===== src/rtl/wtr_pkg.sv =====
package wtr_pkg;
  localparam int COLOR_W = 9;

  // strobes handed from control to datapath, aligned with memory data
  typedef struct packed {
    logic active;    // scan is in the visible area
    logic inPlot;    // visible and inside the plot columns
    logic firstCol;  // first plot column: no earlier sample exists
  } stb_t;
endpackage


===== src/rtl/wtr_ctrl.sv =====
module wtr_ctrl #(
  parameter int POS_W   = 10,
  parameter int PLOT_X0 = 0,
  parameter int PLOT_W  = 512,
  parameter int SHIFT_W = 2,
  parameter int ADDR_W  = 12
) (
  input  logic                clk,
  input  logic                rstN,
  input  logic [POS_W-1:0]    scanX,
  input  logic [POS_W-1:0]    scanY,
  input  logic                activeIn,
  input  logic [SHIFT_W-1:0]  decimShift,
  output logic [ADDR_W-1:0]   memAddr,
  output wtr_pkg::stb_t       stbQ,
  output logic [POS_W-1:0]    rowQ
);
  localparam int COL_W = $clog2(PLOT_W);
  localparam logic [POS_W-1:0] X_LO = POS_W'(PLOT_X0);
  localparam logic [POS_W-1:0] X_HI = POS_W'(PLOT_X0 + PLOT_W);

  logic             inRegion;
  logic [POS_W-1:0] colRaw;

  assign inRegion = (scanX >= X_LO) && (scanX < X_HI);
  assign colRaw   = scanX - X_LO;
  // address requested now, data returns with the delayed strobes
  assign memAddr  = inRegion ? (ADDR_W'(colRaw[COL_W-1:0]) << decimShift) : '0;

  always_ff @(posedge clk) begin
    if (!rstN) begin
      stbQ <= '0;
      rowQ <= '0;
    end else begin
      stbQ.active   <= activeIn;
      stbQ.inPlot   <= activeIn && inRegion;
      stbQ.firstCol <= activeIn && (scanX == X_LO);
      rowQ          <= scanY;
    end
  end

  // the active flag reaches the datapath one cycle later
  a_r8_active_delay: assert property (@(posedge clk) disable iff (!rstN)
    activeIn |=> stbQ.active);
  // outside the plot no memory column is requested
  a_r2_addr_outside: assert property (@(posedge clk) disable iff (!rstN)
    (scanX < X_LO) |-> (memAddr == '0));
endmodule


===== src/rtl/wtr_datapath.sv =====
module wtr_datapath #(
  parameter int POS_W  = 10,
  parameter int SAMP_W = 9,
  parameter int PLOT_H = 480,
  parameter logic [wtr_pkg::COLOR_W-1:0] TRACE_COLOR = 9'b000_111_000,
  parameter logic [wtr_pkg::COLOR_W-1:0] BG_COLOR    = 9'b001_001_010
) (
  input  logic                          clk,
  input  logic                          rstN,
  input  wtr_pkg::stb_t                 stb,
  input  logic [POS_W-1:0]              rowPos,
  input  logic                          interpEn,
  input  logic [SAMP_W-1:0]             memData,
  output logic [wtr_pkg::COLOR_W-1:0]   colorOut
);
  localparam logic [SAMP_W-1:0] Y_MAX = SAMP_W'(PLOT_H - 1);

  logic [SAMP_W-1:0] curSample, prevSample, prevEff, loVal, hiVal;
  logic              hit;
  logic [wtr_pkg::COLOR_W-1:0] colorNext;

  assign curSample = (memData > Y_MAX) ? Y_MAX : memData;
  assign prevEff   = stb.firstCol ? curSample : prevSample;
  assign loVal     = (prevEff < curSample) ? prevEff : curSample;
  assign hiVal     = (prevEff < curSample) ? curSample : prevEff;

  always_comb begin
    if (interpEn) hit = (rowPos >= POS_W'(loVal)) && (rowPos <= POS_W'(hiVal));
    else          hit = (rowPos == POS_W'(curSample));
    colorNext = '0;
    if (stb.active) colorNext = (stb.inPlot && hit) ? TRACE_COLOR : BG_COLOR;
  end

  always_ff @(posedge clk) begin
    if (!rstN) begin
      colorOut   <= '0;
      prevSample <= '0;
    end else begin
      colorOut <= colorNext;
      if (stb.inPlot) prevSample <= curSample;
    end
  end

  // blanking forces black
  a_r7_blank_black: assert property (@(posedge clk) disable iff (!rstN)
    !stb.active |=> (colorOut == '0));
  // active but outside the plot shows background
  a_r1_bg_outside: assert property (@(posedge clk) disable iff (!rstN)
    (stb.active && !stb.inPlot) |=> (colorOut == BG_COLOR));
  // stored previous sample never exceeds the plot height
  a_r6_prev_clamped: assert property (@(posedge clk) disable iff (!rstN)
    prevSample <= Y_MAX);
  // the current sample row is always on the interpolated run
  a_r4_cur_on_run: assert property (@(posedge clk) disable iff (!rstN)
    (stb.inPlot && interpEn && rowPos == POS_W'(curSample)) |=> (colorOut == TRACE_COLOR));
  // exact mode lights the matching row
  a_r3_exact_hit: assert property (@(posedge clk) disable iff (!rstN)
    (stb.inPlot && !interpEn && rowPos == POS_W'(curSample)) |=> (colorOut == TRACE_COLOR));
endmodule


===== src/rtl/wave_trace_renderer.sv =====
module wave_trace_renderer #(
  parameter int POS_W   = 10,
  parameter int SAMP_W  = 9,
  parameter int PLOT_X0 = 0,
  parameter int PLOT_W  = 512,
  parameter int PLOT_H  = 480,
  parameter int SHIFT_W = 2,
  parameter logic [8:0] TRACE_COLOR = 9'b000_111_000,
  parameter logic [8:0] BG_COLOR    = 9'b001_001_010,
  localparam int ADDR_W = $clog2(PLOT_W) + (1 << SHIFT_W) - 1
) (
  input  logic                clk,
  input  logic                rstN,
  input  logic [POS_W-1:0]    scanX,
  input  logic [POS_W-1:0]    scanY,
  input  logic                activeIn,
  input  logic                interpEn,
  input  logic [SHIFT_W-1:0]  decimShift,
  output logic [ADDR_W-1:0]   memAddr,
  input  logic [SAMP_W-1:0]   memData,
  output logic [8:0]          colorOut
);
  wtr_pkg::stb_t    stb;
  logic [POS_W-1:0] rowQ;

  wtr_ctrl #(.POS_W(POS_W), .PLOT_X0(PLOT_X0), .PLOT_W(PLOT_W),
             .SHIFT_W(SHIFT_W), .ADDR_W(ADDR_W)) u_ctrl (
    .clk(clk), .rstN(rstN), .scanX(scanX), .scanY(scanY),
    .activeIn(activeIn), .decimShift(decimShift), .memAddr(memAddr),
    .stbQ(stb), .rowQ(rowQ));

  wtr_datapath #(.POS_W(POS_W), .SAMP_W(SAMP_W), .PLOT_H(PLOT_H),
                 .TRACE_COLOR(TRACE_COLOR), .BG_COLOR(BG_COLOR)) u_dp (
    .clk(clk), .rstN(rstN), .stb(stb), .rowPos(rowQ), .interpEn(interpEn),
    .memData(memData), .colorOut(colorOut));
endmodule


===== config.mk =====
export PLATFORM = sky130hd
export DESIGN_NAME = wave_trace_renderer
export DESIGN_NICKNAME = d
export VERILOG_FILES = /design/src/rtl/wtr_pkg.sv /design/src/rtl/wtr_ctrl.sv /design/src/rtl/wtr_datapath.sv /design/src/rtl/wave_trace_renderer.sv
export SDC_FILE = /design/constraint.sdc
export NUM_CORES = 1
export LEC_CHECK = 0
export BUFFER_PORTS_ARGS = -buffer_cell sky130_fd_sc_hd__buf_4
export CORE_MARGIN = 2
export CORE_UTILIZATION = 58
export DETAILED_ROUTE_END_ITERATION = 10
export PLACE_DENSITY_LB_ADDON = 0.3
export SYNTH_ARGS = -nofsm -noshare
export SYNTH_HDL_FRONTEND = slang
export SYNTH_HIERARCHICAL = 1
export SYNTH_SLANG_ARGS = --single-unit

===== constraint.sdc =====
create_clock -name clk -period 5.6 [get_ports clk]
set_input_delay 0.56 -clock clk [delete_from_list [all_inputs] [get_ports clk]]
set_output_delay 0.56 -clock clk [all_outputs]
set_load 0.005 [all_outputs]

==> reports/metrics.csv <==
stage,metric,value,unit
synth,Most used DFF post-synth,dfxtp_1,
floorplanning,Die Wd,65.5,um
placed_design,post-place setup slack,1.30,ns
cells_and_area,Fill cells,327,
sta,Slew Limit Fails,0,
cells_and_area,ant diodes,0,
clock_network,Post-CTS Setup Bufs,0,
clock_network,CTS buffer count,3,
cells_and_area,utilization after layout,70.7,%
worst_setup_path,R2R Path End,u_dp/colorOut[5],
cells_and_area,Reg area,500,um^2
floorplanning,Rows,22,
synth,sequential area share after synthesis,22.8,%
clock_network,Bufs on Longest Clock Path,2,
sta,Final TNS setup,0,ns
hold_path,hold path cells,2,
worst_setup_path,CP Capture Type,flip-flop,
power,Static Leak,1.34,nW
power,total power,0.438,mW
sta,RSZ-0062 raised after global routing,no,
clock_network,H-tree Lvls,1,
placed_design,input/output buffers,51,
power,"IR drop worst, VDD",0.0965,mV
sta,Worst Slack Setup Final,1.44,ns
floorplanning,number of I/O pins,56,
worst_setup_path,worst endpoint required time,5.80,ns
synth,most frequent cells after synthesis,"mux2i_1, ha_1, dfxtp_1",
cells_and_area,Area Growth Syn to Fin,17.1,%
sta,Period minus WS final,4.16,ns
worst_setup_path,Reg2Reg Depth,14,
clock_network,Post-CTS Hold Fix Bufs,0,
floorplanning,Die ar.,4290,um^2
worst_setup_path,startpoint types,flip-flop,
sta,final count of hold timing violations,0,
route,Residual DRC,0,
sta,Final period util,74.3,%
global_routing,initial antenna violation count,0,
clock_network,clock latency on the worst-skew pair,0.27,ns
sta,final setup violation count,0,
synth,Syn Inst Count,245,
sta,Worst-Margin Slew,0.751,ns
route,Iteration-0 DRC Markers,135,
route,DR WL/cell,15.7,um
route,final WL,5.23,mm
hold_path,start point of the worst hold path,u_ctrl/stbQ[2],
floorplanning,Initial Util,60.3,%
clock_network,clk slew on worst S/H paths,0.08,ns
cells_and_area,Multi-input gate area,1520,um^2
floorplanning,Core Area,3630,um^2
status,outcome,finished clean,
sta,clk_skew,0.00220,ns
synth,most common cell in the netlist,mux2i_1,
global_routing,largest net degree at the start of global routing,23,
synth,"top cells by area, synth","dfxtp_1, ha_1, mux2i_1, and2_1, o22ai_1",
synth,synthesis-stage register bit count,25,
clock_network,Post-CTS Resized,0,
synth,warnings from Yosys,6,
sta,fmax,0.240,GHz
cells_and_area,Final Net Count,347,
worst_setup_path,"most used cell, CP",ha_1,
synth,Synth async-reset ratio,0,%
synth,number of flops mapped to enable cells by yosys,0,
clock_network,CTS tree,built,
clock_network,CTS root buffer,clkbuf_8,
worst_setup_path,R2R setup slack,1.44,ns
global_routing,Total GRT Usage,25.1,%
worst_setup_path,CP arrival,4.36,ns
worst_setup_path,Crit path largest cell delay,0.69,ns
route,ANT nets after route,0,
placed_design,DP Wirelength,4.28,mm
route,total number of vias,1958,
synth,"Avg Cell Area, Syn",8.95,um^2
synth,post-synth cell types,48,
global_routing,vias in the first global route,1748,
worst_setup_path,"CP delay by family, top",compound AO/OA/AOI/OAI gates,
global_routing,GRT overflow,0,
worst_setup_path,slowest cell on the critical path,dfxtp_1,
worst_setup_path,reg2reg start,u_ctrl/stbQ[0],
worst_setup_path,critical path cell sequence,"mux2_2, ha_1, a21o_1, a21oi_1, o32ai_2, nor3_4, buf_4, mux2i_1, ha_1, o21ai_0, nor2_1, nor4_1, o211ai_1, o22ai_1",
synth,Synth top area share,22.8,%
worst_setup_path,"Max FO, Critical Path",15,
synth,cell accounting for the most synthesized area,dfxtp_1,
power,Power Density,171,nW/um^2
worst_setup_path,CP Class,reg2reg,
route,DR pass1 iterations,4,
clock_network,clock sinks,25,
worst_setup_path,worst path bufs/invs,1,
global_routing,first-pass GRT wire length,8.18,mm
route,via density per instance,5.88,
synth,mapped cell area,2190,um^2
hold_path,Hold Crit Endpoint,u_dp/colorOut[3],
hold_path,Hold Crit Class,reg2reg,
placed_design,Final GP Congestion,0.921,
cells_and_area,layout cells sized above 1,22.8,%
job,max cap viols,0,
sta,max_slew headroom,49.8,%
floorplanning,Chip Height,65.5,um
cell type report:
class / instances / area share (%)
sequential: 25 / 19.5
inverter: 14 / 2.05
clock inverter: 1 / 0.195
clock buffer: 3 / 1.61
timing repair buffer: 52 / 15.2
multi-input combinational: 190 / 59.1
tap: 48 / 2.34
report_power, final:
group / switching, mW / internal, mW / total, mW
logic: 0.0678 / 0.0692 / 0.137
registers: 0.00918 / 0.186 / 0.195
clock network: 0.0567 / 0.0499 / 0.107
total: 0.134 / 0.305 / 0.438
cell usage in the layout, fill, tap and decap left out, types with 5 or more instances in the layout:
cell | netlist | routed
nor2_1 | 11 | 11
and2_1 | 12 | 12
nor3_1 | 6 | 6
a21oi_1 | 10 | 10
buf_4 | 8 | 52
o22ai_1 | 10 | 10
nand2b_1 | 5 | 5
nand2_1 | 10 | 10
ha_1 | 26 | 26
mux2i_1 | 29 | 29
inv_1 | 14 | 14
dfxtp_1 | 25 | 25
o211a_1 | 6 | 6
state kept, by name (all words and copies together) (netlist names):
name / count
u_dp/prevSample: 9
u_ctrl/rowQ: 10
u_ctrl/stbQ: 3
u_dp/colorOut: 3
worst max path at each step:
stage	startpoint	end	slack, ns	cells after the start
floorplan	memData[6]	u_dp/colorOut[1]	1.96	17
global placement	memData[8]	u_dp/colorOut[5]	1.41	16
detailed placement	memData[6]	u_dp/colorOut[5]	1.30	17
CTS	u_ctrl/stbQ[0]	u_dp/colorOut[5]	1.49	14
global route	u_ctrl/stbQ[0]	u_dp/colorOut[5]	1.24	13
finish	u_ctrl/stbQ[0]	u_dp/colorOut[5]	1.44	14
per-layer routing:
metal	vias up	track usage, %	wire length [um]
li1	976	-	-
met1	898	32.9	2330
met2	73	42.0	2470
met3	11	2.23	300
met4	0	10.9	136
met5	-	0	0
cells by family (layout without fill, tap and decap cells):
family	count (synthesis)	in the layout	share of synthesized area, %
buf+inv	33	70	8.45
compound gates	48	48	16.3
other cells	1	4	0.171
mux	34	34	15.8
xor+xnor	7	7	2.80
fa+ha+maj	26	26	14.8
simple gates	71	71	18.8
flops	25	25	22.8
metrics by stage:
stage	instances	hold WS, ns	instance area, um^2
2_1_floorplan	248	0.441	2200
3_3_place_gp	329	0.459	2520
3_5_place_dp	329	0.461	2520
4_1_cts	333	0.476	2570
5_1_grt	333	0.481	2570
6_report	333	0.481	2570
worst reg2reg max path, cell delays in order, from the launching register on:
cell	delay (ns)
dfxtp_1	0.69
mux2_2	0.45
ha_1	0.30
a21o_1	0.16
a21oi_1	0.20
o32ai_2	0.15
nor3_4	0.60
buf_4	0.27
mux2i_1	0.24
ha_1	0.28
o21ai_0	0.08
nor2_1	0.07
nor4_1	0.25
o211ai_1	0.17
o22ai_1	0.18
Note: power is estimated with default switching activity, not from simulation.
